### config.mk
export PLATFORM = sky130hd
export DESIGN_NAME = ext_irq_sense_top
export DESIGN_NICKNAME = d
export VERILOG_FILES = /design/src/rtl/ext_irq_pkg.sv /design/src/rtl/ext_irq_sync.sv /design/src/rtl/ext_irq_chan.sv /design/src/rtl/ext_irq_regs.sv /design/src/rtl/ext_irq_sense_top.sv
export SDC_FILE = /design/constraint.sdc
export NUM_CORES = 1
export LEC_CHECK = 0
export ABC_AREA = 1
export BUFFER_PORTS_ARGS = -buffer_cell sky130_fd_sc_hd__buf_2
export CORE_AREA = 2 2 107 78
export CTS_CLUSTER_DIAMETER = 150
export DETAILED_ROUTE_END_ITERATION = 12
export DIE_AREA = 0 0 109 80
export PLACE_DENSITY = 0.75
export SETUP_SLACK_MARGIN = 0.15
export SLEW_MARGIN = 20
export SYNTH_ARGS = -nofsm -noshare
export SYNTH_HDL_FRONTEND = slang
export SYNTH_HIERARCHICAL = 1
export SYNTH_SLANG_ARGS = --single-unit
### constraint.sdc
create_clock -name clk -period 2 [get_ports clk]
set_input_delay 0.5 -clock clk [delete_from_list [all_inputs] [get_ports clk]]
set_output_delay 0.5 -clock clk [all_outputs]
set_load 0.02 [all_outputs]
### src/rtl/ext_irq_pkg.sv
package ext_irq_pkg;

  typedef enum logic [1:0] {
    SENSE_LVL_LO = 2'd0,
    SENSE_FALL   = 2'd1,
    SENSE_RISE   = 2'd2,
    SENSE_BOTH   = 2'd3
  } sense_e;

  // True when the code latches a pending bit (any edge mode).
  function automatic logic is_edge_mode(input logic [1:0] code);
    return code != SENSE_LVL_LO;
  endfunction

  // Transition detector: previous and current synchronized samples.
  function automatic logic edge_match(input logic [1:0] code,
                                      input logic prev,
                                      input logic cur);
    logic hit;
    unique case (sense_e'(code))
      SENSE_FALL: hit = prev & ~cur;
      SENSE_RISE: hit = ~prev & cur;
      SENSE_BOTH: hit = prev ^ cur;
      default:    hit = 1'b0;
    endcase
    return hit;
  endfunction

endpackage

### src/rtl/ext_irq_sync.sv
module ext_irq_sync #(
  parameter int   WIDTH  = 8,
  parameter int   STAGES = 2,
  parameter logic IDLE   = 1'b1
) (
  input  logic             clk,
  input  logic             rst_n,
  input  logic [WIDTH-1:0] pin_i,
  output logic [WIDTH-1:0] lvl_o,
  output logic [WIDTH-1:0] prev_o
);

  localparam int DEPTH = STAGES + 1;

  // Stages 0..STAGES-1 synchronize; the last stage keeps one cycle of history.
  logic [DEPTH-1:0][WIDTH-1:0] pipe_q;

  always_ff @(posedge clk or negedge rst_n) begin
    if (!rst_n) pipe_q <= {(DEPTH*WIDTH){IDLE}};
    else        pipe_q <= {pipe_q[DEPTH-2:0], pin_i};
  end

  assign lvl_o  = pipe_q[STAGES-1];
  assign prev_o = pipe_q[STAGES];

endmodule

### src/rtl/ext_irq_chan.sv
module ext_irq_chan
  import ext_irq_pkg::*;
(
  input  logic       clk,
  input  logic       rst_n,
  input  logic [1:0] mode_i,
  input  logic       lvl_i,
  input  logic       prev_i,
  input  logic       clr_i,
  output logic       hit_o,
  output logic       pend_o,
  output logic       view_o
);

  logic pend_q;
  logic edge_md;

  assign edge_md = is_edge_mode(mode_i);
  assign hit_o   = edge_match(mode_i, prev_i, lvl_i);

  // A detected edge outranks a clear presented in the same cycle.
  always_ff @(posedge clk or negedge rst_n) begin
    if (!rst_n)        pend_q <= 1'b0;
    else if (!edge_md) pend_q <= 1'b0;
    else               pend_q <= hit_o | (pend_q & ~clr_i);
  end

  assign pend_o = pend_q;
  assign view_o = edge_md ? pend_q : ~lvl_i;

endmodule

### src/rtl/ext_irq_regs.sv
module ext_irq_regs #(
  parameter int          N         = 8,
  parameter int          ADDR_W    = 20,
  parameter int          DATA_W    = 32,
  parameter int unsigned STAT_OFS  = 32'h0000_0010,
  parameter int unsigned SENSE_OFS = 32'h0000_0014,
  parameter int unsigned MASK_OFS  = 32'h0001_0010
) (
  input  logic              clk,
  input  logic              rst_n,
  input  logic              valid_i,
  input  logic              write_i,
  input  logic [ADDR_W-1:0] addr_i,
  input  logic [DATA_W-1:0] wdata_i,
  input  logic [N-1:0]      stat_view_i,
  output logic [2*N-1:0]    sense_o,
  output logic [N-1:0]      mask_o,
  output logic [N-1:0]      clr_req_o,
  output logic [DATA_W-1:0] rdata_o
);

  localparam int SW = 2 * N;

  logic sel_stat, sel_sense, sel_mask, wr_en, rd_en;
  logic [SW-1:0] sense_q;
  logic [N-1:0]  mask_q;
  logic          wdata_unused;

  assign sel_stat  = addr_i == ADDR_W'(STAT_OFS);
  assign sel_sense = addr_i == ADDR_W'(SENSE_OFS);
  assign sel_mask  = addr_i == ADDR_W'(MASK_OFS);
  assign wr_en     = valid_i & write_i;
  assign rd_en     = valid_i & ~write_i;
  assign wdata_unused = ^wdata_i[DATA_W-1:SW];

  always_ff @(posedge clk or negedge rst_n) begin
    if (!rst_n) begin
      sense_q <= '0;
      mask_q  <= '0;
    end else if (wr_en) begin
      if (sel_sense) sense_q <= wdata_i[SW-1:0];
      if (sel_mask)  mask_q  <= wdata_i[N-1:0];
    end
  end

  // Write-zero-to-clear: a 0 bit in the write data requests a clear.
  assign clr_req_o = (wr_en && sel_stat) ? ~wdata_i[N-1:0] : '0;

  always_comb begin
    rdata_o = '0;
    if (rd_en) begin
      if (sel_stat)       rdata_o[N-1:0]  = stat_view_i;
      else if (sel_sense) rdata_o[SW-1:0] = sense_q;
      else if (sel_mask)  rdata_o[N-1:0]  = mask_q;
    end
  end

  assign sense_o = sense_q;
  assign mask_o  = mask_q;

endmodule

### src/rtl/ext_irq_sense_top.sv
module ext_irq_sense_top
  import ext_irq_pkg::*;
#(
  parameter int N       = 8,
  parameter int ADDR_W  = 20,
  parameter int DATA_W  = 32,
  parameter int SYNC_ST = 2
) (
  input  logic              clk,
  input  logic              rst_n,
  input  logic [N-1:0]      irq_pin_i,
  input  logic              reg_valid_i,
  input  logic              reg_write_i,
  input  logic [ADDR_W-1:0] reg_addr_i,
  input  logic [DATA_W-1:0] reg_wdata_i,
  output logic [DATA_W-1:0] reg_rdata_o,
  output logic [N-1:0]      irq_req_o
);

  logic [N-1:0]   sync_lvl, sync_prev;
  logic [2*N-1:0] sense_q;
  logic [N-1:0]   mask_q, clr_req, clr_ok, edge_mode;
  logic [N-1:0]   edge_hit, pend_q, stat_view;

  ext_irq_sync #(.WIDTH(N), .STAGES(SYNC_ST), .IDLE(1'b1)) u_sync (
    .clk    (clk),
    .rst_n  (rst_n),
    .pin_i  (irq_pin_i),
    .lvl_o  (sync_lvl),
    .prev_o (sync_prev)
  );

  ext_irq_regs #(.N(N), .ADDR_W(ADDR_W), .DATA_W(DATA_W)) u_regs (
    .clk         (clk),
    .rst_n       (rst_n),
    .valid_i     (reg_valid_i),
    .write_i     (reg_write_i),
    .addr_i      (reg_addr_i),
    .wdata_i     (reg_wdata_i),
    .stat_view_i (stat_view),
    .sense_o     (sense_q),
    .mask_o      (mask_q),
    .clr_req_o   (clr_req),
    .rdata_o     (reg_rdata_o)
  );

  for (genvar i = 0; i < N; i++) begin : g_line
    assign edge_mode[i] = is_edge_mode(sense_q[2*i +: 2]);
    assign clr_ok[i]    = clr_req[i] & edge_mode[i];

    ext_irq_chan u_chan (
      .clk    (clk),
      .rst_n  (rst_n),
      .mode_i (sense_q[2*i +: 2]),
      .lvl_i  (sync_lvl[i]),
      .prev_i (sync_prev[i]),
      .clr_i  (clr_ok[i]),
      .hit_o  (edge_hit[i]),
      .pend_o (pend_q[i]),
      .view_o (stat_view[i])
    );
  end

  assign irq_req_o = stat_view & ~mask_q;

endmodule

==> flow_metrics.tcl, run 1 <==
set metrics [dict create \
    status "complete, but fails checks" \
    violations "setup timing" \
    r2r-end "g_line[6].u_chan/pend_o" \
    dieArea_um2 8720 \
    clk_pin_slew_worst_paths_ns 0.10 \
    dp_slack_ns -0.257 \
    crit_chain "buf_6, inv_2, nor2_2, nand2_2, nor2_4, nand3_4, o21ai_0, nor2_2, buf_6" \
    rows 27 \
    timing.rr.start "u_sync/lvl_o[6]" \
    multi_input_area_um2 1800 \
    die_h_um 80 \
    final_area_um2 4830 \
    min_period_ns 2.18 \
    fin_util_pct 63.0 \
    vias 3156 \
    p_switching_uw 519 \
    io_buffers 71 \
    io_pins 104 \
    synthesis.area_um2 3510 \
    drt_pass1_iterations 4 \
    finalNetCount 656 \
    cts-htree-levels 2 \
    path_max_fanout 5 \
    max_stage_delay_ns 0.26 \
    cts_buffers 5 \
    comb_power_share_pct 11.5 \
    worst_pin_slew_ns 0.508 \
    hpwlAfterDp_um 5900 \
    max_freq_mhz 460 \
    globalplace.congestion 0.852 \
    clkPwrFrac_pct 33.4 \
    worst-setup-path-type "in -> out" \
    max_cap_violations 0 \
    power_frac_seq_pct 55.1 \
    syn_area_per_cell_um2 7.42 \
    power_uw 2170 \
    syn_inst 473 \
    worstPathRequired_ns 1.50 \
    grt_usage_pct 19.3 \
    slew_headroom_pct 66.1 \
    peakVddDrop_uv 369 \
    first_iter_violations 147 \
    powerDensity_nw_per_um2 449 \
    fin_skew_ns 0.00811 \
    wl_per_cell_um 12.2 \
    slew_viol_final 0 \
    syn2layout_area_growth_pct 37.6 \
    critPathTopFamily "simple AND/OR/NAND/NOR gates" \
    total_leakage_power_uw 0.00247 \
    p_int_uw 1650 \
    avgViaCountPerCell 4.65 \
    startpoint_type "input port" \
    wl_um 8260 \
    fill_cells 610 \
    antenna_found_initial 0 \
    ff2ff_setup_slack_ns 0.71 \
    r2r_cells 7 \
    grt_overflow 0 \
    die_w_um 109 \
    grt_pass1_vias 2987 \
    switching_share_pct 23.9 \
    antenna_cells 0 \
    arrival_ns 1.68 \
    core-area_um2 7670 \
    start_util_pct 45.7 \
    cts_num_sinks 56 \
    grt_max_degree 36 \
    finalCritPeriodShare_pct 109 \
    cts_tree "built" \
    rsz0062_at_grt "true" \
    crit_slowest_cell "o21ai_0" \
    regArea_um2 1430 \
    cp.depth 9 \
    holdWs_ns 0.151 \
    grt_pass1_wl_um 13300 \
    worstSetupEndpointType "primary output" \
    clockRootBuffer "clkbuf_8" \
    drive_gt1_share_pct 42.3 \
    critPathLaunch "reg_addr_i[4]" \
    clockBufferDepth 2 \
    hold_class "in -> async" \
    clk_latency_ns 0.30 \
    drcViolationCount 0 \
    setup_ws_ns -0.175 \
    hold_violations 0 \
    crit_buf_inv 3 \
    yosysWarnings 6 \
    dpl_cell_area_um2 4190 \
    drtAntennaViolNets 0 \
    hold_buffers 0 \
    setup_viol 16 \
]
-- worst reg2reg max path: stages (launching register included) --
cell and delay, ns:
dfstp_2 0.59, inv_1 0.06, ha_1 0.27, nand2_1 0.04, nand3_1 0.07, nand3_1 0.06
nand2_1 0.07, inv_1 0.04
-- metal layers --
layer,part of all wire (%),GRT usage (%),up-vias
met5,0,0,-
met3,6.9,4.00,2
li1,-,-,1598
met4,0.28,3.33,0
met2,48,32.6,95
met1,44,25.7,1461
-- power groups by stage --
| stage | clock network (uW) | registers, uW | logic, uW |
|---|---|---|---|
| 6_report | 725 | 1190 | 249 |
| 5_1_grt | 782 | 1200 | 279 |
| 4_1_cts | 738 | 1190 | 235 |
| 3_5_place_dp | 0 | 1210 | 218 |
| 3_3_place_gp | 0 | 1210 | 213 |
| 2_1_floorplan | 0 | 1200 | 154 |
-- through the flow --
stage,setup TNS [ns],instances
after global placement,-4.46,651
after CTS,-1.93,668
after floorplan,-0.0649,488
final,-2.14,678
after global routing,-3.77,678
after detailed placement,-5.14,651
-- placed cells by master (no fill, tap or decap) --
| cell | count |
|---|---|
| nand3_1 | 20 |
| o21ai_1 | 6 |
| nand2_1 | 99 |
| nor2_4 | 16 |
| o21ai_2 | 7 |
| conb_1 | 16 |
| buf_6 | 37 |
| clkbuf_1 | 1 |
| inv_1 | 75 |
| nand3_2 | 1 |
| nand3_4 | 3 |
| buf_4 | 39 |
| or2_1 | 1 |
| nor3_4 | 8 |
| buf_12 | 6 |
| bufinv_16 | 1 |
| buf_2 | 39 |
| nand2_2 | 8 |
| dfrtp_1 | 31 |
| ha_1 | 16 |
| clkbuf_8 | 5 |
| nand4_1 | 16 |
| nor2_2 | 32 |
| inv_2 | 14 |
| o21ai_0 | 22 |
| dfrtp_2 | 1 |
| o21ai_4 | 1 |
| clkinv_2 | 1 |
| nand2_4 | 1 |
| nor2_1 | 30 |
| dfstp_2 | 24 |
-- flip-flops by register name (all words and copies together), names as in the netlist --
| signal | cells |
|---|---|
| u_regs/sense_o | 16 |
| u_sync/prev_o | 8 |
| u_regs/mask_o | 8 |
| u_sync/lvl_o | 8 |
| g_line.u_chan/pend_o | 8 |
| u_sync/pipe_q | 8 |
-- worst max-delay path by stage --
stage,endpoint,slack [ns]
after global routing,reg_rdata_o[4],-0.25
after detailed placement,reg_rdata_o[8],-0.26
final,reg_rdata_o[2],-0.18
after CTS,reg_rdata_o[6],-0.14
after global placement,reg_rdata_o[8],-0.23
after floorplan,reg_rdata_o[4],-0.03
-- area by class of cell --
cell class	count	share of cell area, %
well taps	101	2.62
flip-flops and latches	56	29.7
inverters	89	6.92
clock inverters	2	0.726
clock buffers	6	1.50
repair buffers	121	21.2
multi-input cells	303	37.3
-- timing repair --
action                                  4_1_cts  5_1_grt
setup buffers                                 9        9
endpoints found under the setup margin       32       33
gates resized for setup                      60       56
pin swaps                                    23       36
cloned                                        0        1
(Power assumes the default switching activity.)
==> run 2: changes to the inputs <==
Settings changed: ABC_AREA 1 to unset, CORE_AREA 2 2 107 78 to 2 2 106 77, DIE_AREA 0 0 109 80 to 0 0 108 79.
==> flow_metrics.tcl, run 2 <==
set metrics [dict create \
    cts_tree "built" \
    status "complete, but fails checks" \
    layout_common_cells "45 x buf_2, 41 x buf_4, 32 x dfrtp_1, 30 x buf_6" \
    timing.rr.start "u_sync/lvl_o[4]" \
    avgViaCountPerCell 4.86 \
    slew_viol_final 0 \
    wl_um 7700 \
    clockBufferDepth 2 \
    worstPathRequired_ns 1.50 \
    fin_skew_ns 0.00926 \
    cts_num_sinks 56 \
    drtAntennaViolNets 0 \
    dieArea_um2 8530 \
    crit_slowest_cell "nor4b_4" \
    hold_violations 0 \
    finalNetCount 491 \
    layout_commonest_cell "buf_2" \
    hold_class "in -> async" \
    max_cap_violations 0 \
    drcViolationCount 0 \
    power_uw 2140 \
    peakVddDrop_uv 368 \
    start_util_pct 43.1 \
    grt_max_degree 37 \
    syn_inst 307 \
    antenna_found_initial 0 \
    syn2layout_area_growth_pct 42.3 \
    first_iter_violations 62 \
    grt_usage_pct 18.3 \
    clk_pin_slew_worst_paths_ns 0.10 \
    powerDensity_nw_per_um2 458 \
    holdWs_ns 0.133 \
    crit_buf_inv 4 \
    hpwlAfterDp_um 5360 \
    io_pins 104 \
    critPathLaunch "reg_addr_i[7]" \
    critPathTopFamily "simple AND/OR/NAND/NOR gates" \
    die_w_um 108 \
    dp_slack_ns -0.482 \
    fill_cells 620 \
    violations "setup timing" \
    min_period_ns 2.32 \
    die_h_um 79 \
    vias 2491 \
    antenna_cells 0 \
    hold_buffers 0 \
    worstSetupEndpointType "primary output" \
    rows 27 \
    yosysWarnings 6 \
    cts-htree-levels 2 \
    synthesis.area_um2 3280 \
    path_max_fanout 8 \
    ff2ff_setup_slack_ns 0.58 \
    io_buffers 71 \
    max_stage_delay_ns 0.29 \
    setup_ws_ns -0.322 \
    wl_per_cell_um 15.0 \
    fin_tns_setup_ns -6.81 \
    crit_chain "buf_2, nor4b_4, nand4_1, buf_4, nor3_4, buf_6, and2_4, buf_6" \
    arrival_ns 1.82 \
    drt_pass1_iterations 4 \
    syn_area_per_cell_um2 10.7 \
    core-area_um2 7600 \
    largest_register_ffs 16 \
    fin_util_pct 61.4 \
    rsz0062_at_grt "true" \
    clk_latency_ns 0.31 \
    r2r_cells 5 \
    startpoint_type "input port" \
    total_leakage_power_uw 0.00224 \
    max_freq_mhz 431 \
    grt_overflow 0 \
    grt_pass1_vias 2590 \
    finalCritPeriodShare_pct 116 \
    cp_common_cell "buf_6" \
    globalplace.congestion 0.780 \
    r2r-end "g_line[4].u_chan/pend_o" \
    cts_buffers 5 \
    clockRootBuffer "clkbuf_8" \
    grt_pass1_wl_um 12100 \
    setup_viol 32 \
    drive_gt1_share_pct 67.5 \
    worst-setup-path-type "in -> out" \
]
==> run 2: what timing repair did <==
action,in CTS,in global routing
endpoints found under the hold margin,0,0
buffers inserted,9,6
pin swaps,24,17
setup endpoints to repair,47,41
gates resized for setup,108,25
cloned,0,1
==> run 2: per-stage QoR <==
step / instances / cell area (um2)
floorplan: 322 / 3490
global placement: 489 / 3970
detailed placement: 489 / 3970
CTS: 506 / 4500
global route: 513 / 4670
finish: 513 / 4670
==> run 2: worst max path at each step <==
stage | end | slack [ns] | depth (start not counted)
5_1_grt | reg_rdata_o[8] | -0.43 | 8
3_3_place_gp | reg_rdata_o[13] | -0.46 | 8
4_1_cts | reg_rdata_o[12] | -0.30 | 8
3_5_place_dp | g_line[3].u_chan/pend_o | -0.48 | 10
6_report | reg_rdata_o[8] | -0.32 | 8
2_1_floorplan | reg_rdata_o[10] | -0.11 | 4
==> run 2: metal layers <==
layer / global-route usage, % / wire, um / vias to the layer above
met4: 3.46 / 50 / 0
met1: 23.1 / 3370 / 1231
met5: 0 / 0 / -
met3: 3.86 / 292 / 4
met2: 32.7 / 3990 / 65
li1: - / - / 1191
==> run 2: power by group <==
group,switching [uW],total (uW),internal [uW]
clock,365,647,283
sequential,18.3,1190,1180
combinational,164,293,130
==> run 2: layout make-up <==
cell class	instances	area (um2)	share of cell area (%)
multi-input combinational	211	1980	42.4
sequential	56	1430	30.7
timing repair buffer	121	976	20.9
tap	101	126	2.71
clock buffer	7	86.3	1.85
inverter	16	60.1	1.29
clock inverter	1	7.51	0.161
